`config.mk`:
```
export PLATFORM = sky130hd
export DESIGN_NAME = scsi_dma_regs
export DESIGN_NICKNAME = d
export VERILOG_FILES = /design/src/rtl/scsi_dma_pkg.sv /design/src/rtl/dma_reg_decode.sv /design/src/rtl/dma_ctrl_rewrite.sv /design/src/rtl/dma_pulse_reg.sv /design/src/rtl/dma_reg_bank.sv /design/src/rtl/scsi_dma_regs.sv
export SDC_FILE = /design/constraint.sdc
export NUM_CORES = 1
export LEC_CHECK = 0
export BUFFER_PORTS_ARGS = -buffer_cell sky130_fd_sc_hd__clkbuf_2
export CELL_PAD_IN_SITES_DETAIL_PLACEMENT = 1
export CELL_PAD_IN_SITES_GLOBAL_PLACEMENT = 2
export CORE_ASPECT_RATIO = 1.75
export CORE_MARGIN = 2
export CORE_UTILIZATION = 41
export CTS_BUF_LIST = sky130_fd_sc_hd__clkbuf_16
export CTS_CLUSTER_DIAMETER = 30
export DETAILED_ROUTE_END_ITERATION = 12
export GPL_ROUTABILITY_DRIVEN = 0
export PLACE_DENSITY = 0.8
export SLEW_MARGIN = 5
export SYNTH_ARGS = -nofsm -noshare
export SYNTH_HDL_FRONTEND = slang
export SYNTH_HIERARCHICAL = 1
export SYNTH_SLANG_ARGS = --single-unit
```
`constraint.sdc`:
```
create_clock -name clk_i -period 1.4 [get_ports clk_i]
set_input_delay 0.14 -clock clk_i [delete_from_list [all_inputs] [get_ports clk_i]]
set_output_delay 0.14 -clock clk_i [all_outputs]
set_load 0.02 [all_outputs]
```
`src/rtl/scsi_dma_pkg.sv`:
```
package scsi_dma_pkg;
  localparam int unsigned DATA_W    = 32;
  localparam int unsigned NUM_REGS  = 4;
  localparam int unsigned ADDR_W    = 4;
  localparam int unsigned WORD_LSB  = 2;
  localparam int unsigned IDX_W     = $clog2(NUM_REGS);

  localparam int unsigned CTRL_IDX  = 0;
  localparam int unsigned BUFA_IDX  = 1;

  localparam int unsigned BIT_DONE  = 0;
  localparam int unsigned BIT_IEN   = 4;
  localparam int unsigned BIT_SCLR  = 6;
  localparam int unsigned BIT_RST   = 7;
  localparam int unsigned VER_W     = 4;

  localparam logic [VER_W-1:0]  VERSION    = 4'hA;
  localparam logic [DATA_W-1:0] ZERO_SUBST = 32'h0000_0040;
  localparam logic [DATA_W-1:0] LOADED_VAL = 32'h0400_0000;
  localparam logic [DATA_W-1:0] CTRL_RST   = {VERSION, {(DATA_W-VER_W){1'b0}}};

  typedef struct packed {
    logic core_rst;
    logic irq_clr;
  } side_req_t;
endpackage

```
`src/rtl/dma_reg_decode.sv`:
```
module dma_reg_decode
  import scsi_dma_pkg::*;
#(
  parameter int unsigned N_REGS = NUM_REGS,
  parameter int unsigned A_W    = ADDR_W,
  parameter int unsigned LSB    = WORD_LSB,
  localparam int unsigned I_W   = $clog2(N_REGS)
) (
  input  logic              clk_i,
  input  logic              rst_ni,
  input  logic              wr_en_i,
  input  logic [A_W-1:0]    addr_i,
  output logic [N_REGS-1:0] wr_sel_o,
  output logic [I_W-1:0]    rd_idx_o
);
  logic [I_W-1:0] idx;
  assign idx      = addr_i[LSB +: I_W];
  assign rd_idx_o = idx;

  for (genvar g = 0; g < N_REGS; g++) begin : g_sel
    assign wr_sel_o[g] = wr_en_i && (idx == I_W'(g));
  end


  onehot_sel_chk: assert property (@(posedge clk_i) disable iff (!rst_ni)
    $onehot0(wr_sel_o));

  sel_follows_en_chk: assert property (@(posedge clk_i) disable iff (!rst_ni)
    wr_en_i |-> $countones(wr_sel_o) == 1);
endmodule

```
`src/rtl/dma_ctrl_rewrite.sv`:
```
module dma_ctrl_rewrite
  import scsi_dma_pkg::*;
#(
  parameter int unsigned D_W = DATA_W
) (
  input  logic [D_W-1:0] wdata_i,
  output logic [D_W-1:0] ctrl_o,
  output side_req_t      req_o
);
  logic [D_W-1:0] pre;

  always_comb begin
    pre = wdata_i;
    if (wdata_i[BIT_RST]) begin
      pre = wdata_i;
    end else if (wdata_i[BIT_SCLR]) begin
      pre[BIT_SCLR] = 1'b0;
    end else if (wdata_i == '0) begin
      pre = ZERO_SUBST;
    end
  end

  assign ctrl_o           = {VERSION, pre[D_W-VER_W-1:0]};
  assign req_o.core_rst   = wdata_i[BIT_RST];
  assign req_o.irq_clr    = !wdata_i[BIT_IEN];
endmodule

```
`src/rtl/dma_pulse_reg.sv`:
```
module dma_pulse_reg #(
  parameter int unsigned W = 2
) (
  input  logic         clk_i,
  input  logic         rst_ni,
  input  logic [W-1:0] req_i,
  output logic [W-1:0] pulse_o
);
  for (genvar g = 0; g < W; g++) begin : g_bit
    logic q;
    always_ff @(posedge clk_i or negedge rst_ni) begin
      if (!rst_ni) q <= 1'b0;
      else         q <= req_i[g];
    end
    assign pulse_o[g] = q;


    pulse_set_chk: assert property (@(posedge clk_i) disable iff (!rst_ni)
      req_i[g] |=> pulse_o[g]);

    pulse_quiet_chk: assert property (@(posedge clk_i) disable iff (!rst_ni)
      !req_i[g] |=> !pulse_o[g]);
  end
endmodule

```
`src/rtl/dma_reg_bank.sv`:
```
module dma_reg_bank
  import scsi_dma_pkg::*;
#(
  parameter int unsigned N_REGS = NUM_REGS,
  parameter int unsigned D_W    = DATA_W,
  localparam int unsigned I_W   = $clog2(N_REGS)
) (
  input  logic              clk_i,
  input  logic              rst_ni,
  input  logic [N_REGS-1:0] wr_sel_i,
  input  logic [D_W-1:0]    wdata_i,
  input  logic [D_W-1:0]    ctrl_new_i,
  input  logic              done_i,
  input  logic [I_W-1:0]    rd_idx_i,
  output logic [D_W-1:0]    rdata_o
);
  logic [D_W-1:0] regs_q [N_REGS];

  for (genvar g = 0; g < N_REGS; g++) begin : g_reg
    if (g == CTRL_IDX) begin : g_ctrl
      logic [D_W-1:0] ctrl_d;
      always_comb begin
        if (wr_sel_i[CTRL_IDX])      ctrl_d = ctrl_new_i;
        else if (wr_sel_i[BUFA_IDX]) ctrl_d = LOADED_VAL;
        else                         ctrl_d = regs_q[g];
        ctrl_d[BIT_DONE] = ctrl_d[BIT_DONE] | done_i;
      end
      always_ff @(posedge clk_i or negedge rst_ni) begin
        if (!rst_ni) regs_q[g] <= CTRL_RST;
        else         regs_q[g] <= ctrl_d;
      end
    end else begin : g_plain
      always_ff @(posedge clk_i or negedge rst_ni) begin
        if (!rst_ni)          regs_q[g] <= '0;
        else if (wr_sel_i[g]) regs_q[g] <= wdata_i;
      end

      hold_chk: assert property (@(posedge clk_i) disable iff (!rst_ni)
        !wr_sel_i[g] |=> $stable(regs_q[g]));

      store_chk: assert property (@(posedge clk_i) disable iff (!rst_ni)
        wr_sel_i[g] |=> regs_q[g] == $past(wdata_i));
    end
  end

  assign rdata_o = regs_q[rd_idx_i];


  version_chk: assert property (@(posedge clk_i) disable iff (!rst_ni)
    wr_sel_i[CTRL_IDX] |=> regs_q[CTRL_IDX][D_W-1 -: VER_W] == VERSION);

  selfclr_chk: assert property (@(posedge clk_i) disable iff (!rst_ni)
    wr_sel_i[CTRL_IDX] && wdata_i[BIT_SCLR] && !wdata_i[BIT_RST]
    |=> !regs_q[CTRL_IDX][BIT_SCLR]);

  loaded_chk: assert property (@(posedge clk_i) disable iff (!rst_ni)
    wr_sel_i[BUFA_IDX] |=> regs_q[CTRL_IDX][D_W-1:1] == LOADED_VAL[D_W-1:1]);

  done_chk: assert property (@(posedge clk_i) disable iff (!rst_ni)
    done_i |=> regs_q[CTRL_IDX][BIT_DONE]);

  done_sticky_chk: assert property (@(posedge clk_i) disable iff (!rst_ni)
    regs_q[CTRL_IDX][BIT_DONE] && !wr_sel_i[CTRL_IDX] && !wr_sel_i[BUFA_IDX]
    |=> regs_q[CTRL_IDX][BIT_DONE]);
endmodule

```
`src/rtl/scsi_dma_regs.sv`:
```
module scsi_dma_regs
  import scsi_dma_pkg::*;
(
  input  logic              clk_i,
  input  logic              rst_ni,
  input  logic              wr_en_i,
  input  logic [ADDR_W-1:0] addr_i,
  input  logic [DATA_W-1:0] wdata_i,
  output logic [DATA_W-1:0] rdata_o,
  input  logic              xfer_done_i,
  output logic              core_rst_o,
  output logic              irq_clr_o
);
  logic [NUM_REGS-1:0] wr_sel;
  logic [IDX_W-1:0]    rd_idx;
  logic [DATA_W-1:0]   ctrl_new;
  side_req_t           req_raw;
  logic [1:0]          req_gated;
  logic [1:0]          pulses;

  dma_reg_decode #(.N_REGS(NUM_REGS), .A_W(ADDR_W), .LSB(WORD_LSB)) i_decode (
    .clk_i    (clk_i),
    .rst_ni   (rst_ni),
    .wr_en_i  (wr_en_i),
    .addr_i   (addr_i),
    .wr_sel_o (wr_sel),
    .rd_idx_o (rd_idx)
  );

  dma_ctrl_rewrite #(.D_W(DATA_W)) i_rewrite (
    .wdata_i (wdata_i),
    .ctrl_o  (ctrl_new),
    .req_o   (req_raw)
  );

  assign req_gated = {req_raw.core_rst & wr_sel[CTRL_IDX],
                      req_raw.irq_clr  & wr_sel[CTRL_IDX]};

  dma_pulse_reg #(.W(2)) i_pulse (
    .clk_i   (clk_i),
    .rst_ni  (rst_ni),
    .req_i   (req_gated),
    .pulse_o (pulses)
  );
  assign core_rst_o = pulses[1];
  assign irq_clr_o  = pulses[0];

  dma_reg_bank #(.N_REGS(NUM_REGS), .D_W(DATA_W)) i_bank (
    .clk_i      (clk_i),
    .rst_ni     (rst_ni),
    .wr_sel_i   (wr_sel),
    .wdata_i    (wdata_i),
    .ctrl_new_i (ctrl_new),
    .done_i     (xfer_done_i),
    .rd_idx_i   (rd_idx),
    .rdata_o    (rdata_o)
  );


  core_rst_chk: assert property (@(posedge clk_i) disable iff (!rst_ni)
    wr_en_i && addr_i[WORD_LSB +: IDX_W] == IDX_W'(CTRL_IDX) && wdata_i[BIT_RST]
    |=> core_rst_o);

  core_rst_single_chk: assert property (@(posedge clk_i) disable iff (!rst_ni)
    !wr_en_i |=> !core_rst_o);

  irq_clr_chk: assert property (@(posedge clk_i) disable iff (!rst_ni)
    wr_en_i && addr_i[WORD_LSB +: IDX_W] == IDX_W'(CTRL_IDX) && !wdata_i[BIT_IEN]
    |=> irq_clr_o);

  irq_keep_chk: assert property (@(posedge clk_i) disable iff (!rst_ni)
    wr_en_i && wdata_i[BIT_IEN] |=> !irq_clr_o);
endmodule

```
==> out/summary.json <==
{
  "timing.critical_path.required_ps": 1260,
  "dp.cells": 647,
  "grt_start_max_net_pins": 39,
  "violations": "setup timing",
  "setup_viol_count_final": 32,
  "grt.busiest_layer": "met2",
  "floorplan.rows": 58,
  "relSlewSlack": 0.652,
  "grt_use_met3": 0.0383,
  "internal_power_mw": 8.85,
  "synthesis.area_per_instance_um2": 13.9,
  "drc": 0,
  "setup.worst_path.class": "flop to primary output",
  "first_pass_grt_wire_length_um": 22700,
  "pwr_density_cell_nw_per_um2": 1550,
  "hold_ws_ps": 17.7,
  "power_switching_share": 0.257,
  "critPathArrivalTime_ps": 1470,
  "route.detailed.wl_per_inst_um": 20.2,
  "placement.io_buffers": 71,
  "r2r_setup_slack_ps": 350,
  "min_delay_path_depth": 2,
  "holdCritPathClass": "input pin to flop",
  "grt_pass1_vias": 4224,
  "chipWidth_um": 95.7,
  "post_synth_instance_area_um2": 6030,
  "coreArea_um2": 14400,
  "tritoncts.num_buffers": 17,
  "ir_drop_mv": 0.835,
  "synth.ff_latch_count": 130,
  "final_antenna_violating_net_count": 0,
  "clock_path_buffers": 2,
  "synth-edff-count": 0,
  "avgViaCountPerCell": 5.34,
  "critPathLaunchType": "flop",
  "outcome": "finished, violations left",
  "ctsHtreeMaxLevel": 4,
  "rsz0062_at_grt": "true",
  "synthTopCellsByArea": "dfrtp_1, mux2_2, mux4_2",
  "final_clock_period_utilization_by_the_worst_path": 1.15,
  "yosys_most_used_dff": "dfrtp_1",
  "post_route_cells_drive_above_1_share": 0.532,
  "die_y_um": 164,
  "total_switching_power_mw": 3.07,
  "cp_max_fo": 2,
  "clock-root-buffer": "clkbuf_16",
  "antenna_found_initial": 0,
  "fp.dieArea_um2": 15700,
  "synth_warnings": 6,
  "ys_types": 27,
  "final_cell_area_um2": 7690,
  "gr-usage-met1": 0.228,
  "transition_at_the_pin_with_the_smallest_max_transition_slack_ps": 518,
  "clkLatencyLatePin_ps": 410,
  "clkPwrFrac": 0.394,
  "detailed_place.area_um2": 6620,
  "largest_area_contributor_in_the_netlist": "dfrtp_1",
  "final_hold_viol_count": 0,
  "fin_crit_ps": 1610,
  "postRouteWirelength_um": 14300,
  "tritoncts": "yes",
  "reg2reg_depth": 3,
  "final_core_utilization": 0.535,
  "globalRouteTotalUtil": 0.195,
  "synth_cells": 434,
  "power.combinational.fraction": 0.208,
  "clock_transition_time_at_the_flip_flop_clock_pins_of_the_worst_setup_and_hold_paths_ps": 60,
  "post-route-worst-setup-slack_ps": -208,
  "timing_max_transition_violations_final": 0,
  "start_util": 0.420,
  "synth_top_area_share": 0.531,
  "total_leakage_power_nw": 3.31,
  "globalRoute.totalOverflow": 0,
  "layout.nets": 553,
  "dp.final_hpwl_um": 9190,
  "clkSinkCount": 130,
  "postSynth.asyncResetShare": 1.00,
  "synth-seq-area-share": 0.540,
  "gr-usage-met2": 0.353,
  "endpoint_kind": "primary output",
  "seqPwrFrac": 0.397,
  "detail_route.first_pass.iterations": 4,
  "insertedDiodeCount": 0,
  "ios": 74,
  "area_growth_pct": 27.5,
  "drtIter0Drc": 144,
  "vias": 3773,
  "fmax_ghz": 0.622,
  "cap_viol_max_count": 0,
  "layout.cells.non_filler": 706,
  "skew_ps": 0
}
==> worst max-delay path, cell delays in order, from the launching register on <==
cell,delay [ps]
dfrtp_1,380
mux4_2,520
buf_6,160
==> cell type report <==
cell class,count,area [um^2]
clock buffers,17,425
clock inverters,15,203
fillers,1395,6680
inverters,1,3.75
multi-input cells,241,2420
flip-flops and latches,130,3260
well taps,180,225
repair buffers,122,1150
==> repair_timing <==
item | CTS | global route
endpoints found under the hold margin | 29 | 0
pin swaps | 0 | 0
endpoints found under the setup margin | 32 | 32
gates resized for setup | 21 | 76
buffers inserted | 11 | 11
hold buffers | 5 | 0
==> routing by layer <==
| layer | wire, um | vias to the layer above | share of wire |
|---|---|---|---|
| li1 | - | 1676 | - |
| met1 | 5550 | 2016 | 0.39 |
| met2 | 8170 | 65 | 0.57 |
| met3 | 351 | 16 | 0.025 |
| met4 | 202 | 0 | 0.014 |
| met5 | 0 | - | 0 |
==> metrics by stage <==
stage | worst slack [ps] | TNS, ps | power [mW]
2_1_floorplan | 200 | 0 | 6.04
3_3_place_gp | -69.0 | -773 | 6.63
3_5_place_dp | -98.4 | -1320 | 6.78
4_1_cts | -238 | -6330 | 11.7
5_1_grt | -243 | -6870 | 12.4
6_report | -208 | -5500 | 11.9
==> cells in the final DEF, fill, tap and decap left out, types with 3 or more instances in the layout <==
cell type,instances
mux2_1,4
nor4_1,6
nand2_1,29
buf_6,22
dlygate4sd3_1,5
buf_4,34
clkbuf_16,17
a22o_1,3
conb_1,4
mux2_2,92
buf_12,13
bufinv_16,4
inv_6,5
o21ai_0,29
clkbuf_2,38
mux4_2,32
buf_8,10
dfrtp_1,128
nand2b_1,28
clkinv_2,3
==> cell usage after synthesis (all sizes together) (2+ instances only) <==
| cell type | n |
|---|---|
| a22o | 3 |
| and2 | 2 |
| and3b | 2 |
| buf | 32 |
| clkbuf | 32 |
| conb | 2 |
| dfrtp | 128 |
| dfstp | 2 |
| mux2 | 96 |
| mux4 | 32 |
| nand2 | 29 |
| nand2b | 28 |
| nand4 | 2 |
| nor2 | 2 |
| nor4 | 8 |
| o21ai | 30 |
==> state kept, by name, summed over array words and instances, names as in the netlist <==
| register | cells |
|---|---|
| i_bank/regs_q | 128 |
| i_pulse/g_bit.q | 2 |
==> power groups by stage <==
stage / combinational (mW) / clock, mW / sequential, mW
finish: 2.48 / 4.70 / 4.74
global route: 2.66 / 4.96 / 4.81
CTS: 2.19 / 4.79 / 4.74
detailed placement: 1.97 / 0 / 4.80
global placement: 1.90 / 0 / 4.73
floorplan: 1.38 / 0 / 4.66
==> cells by family (layout without fill, tap and decap cells) <==
| logic type | after synthesis | count (layout) | synth area share |
|---|---|---|---|
| DFF | 130 | 130 | 0.540 |
| muxes | 128 | 128 | 0.300 |
| and+or+nand+nor | 75 | 75 | 0.0691 |
| buffers and inverters | 65 | 155 | 0.0598 |
| AOI/OAI and AO/OA | 34 | 34 | 0.0301 |
| other | 2 | 4 | 0.00125 |
==> final timing paths <==
| check | startpoint | end |
|---|---|---|
| max in group asynchronous | rst_ni | i_bank/regs_q[125]$_DFFE_PN1P_ |
| max | i_bank/regs_q[59]$_DFFE_PN0P_ | rdata_o[27] |
| min | wdata_i[28] | i_bank/regs_q[28]$_DFFE_PN0P_ |
| min reg2reg | i_bank/regs_q[38]$_DFFE_PN0P_ | i_bank/regs_q[38]$_DFFE_PN0P_ |
| min in group asynchronous | rst_ni | i_bank/regs_q[92]$_DFFE_PN0P_ |
| max reg2reg | i_bank/regs_q[10]$_DFFE_PN0P_ | i_bank/regs_q[10]$_DFFE_PN0P_ |
(Power assumes the default switching activity.)
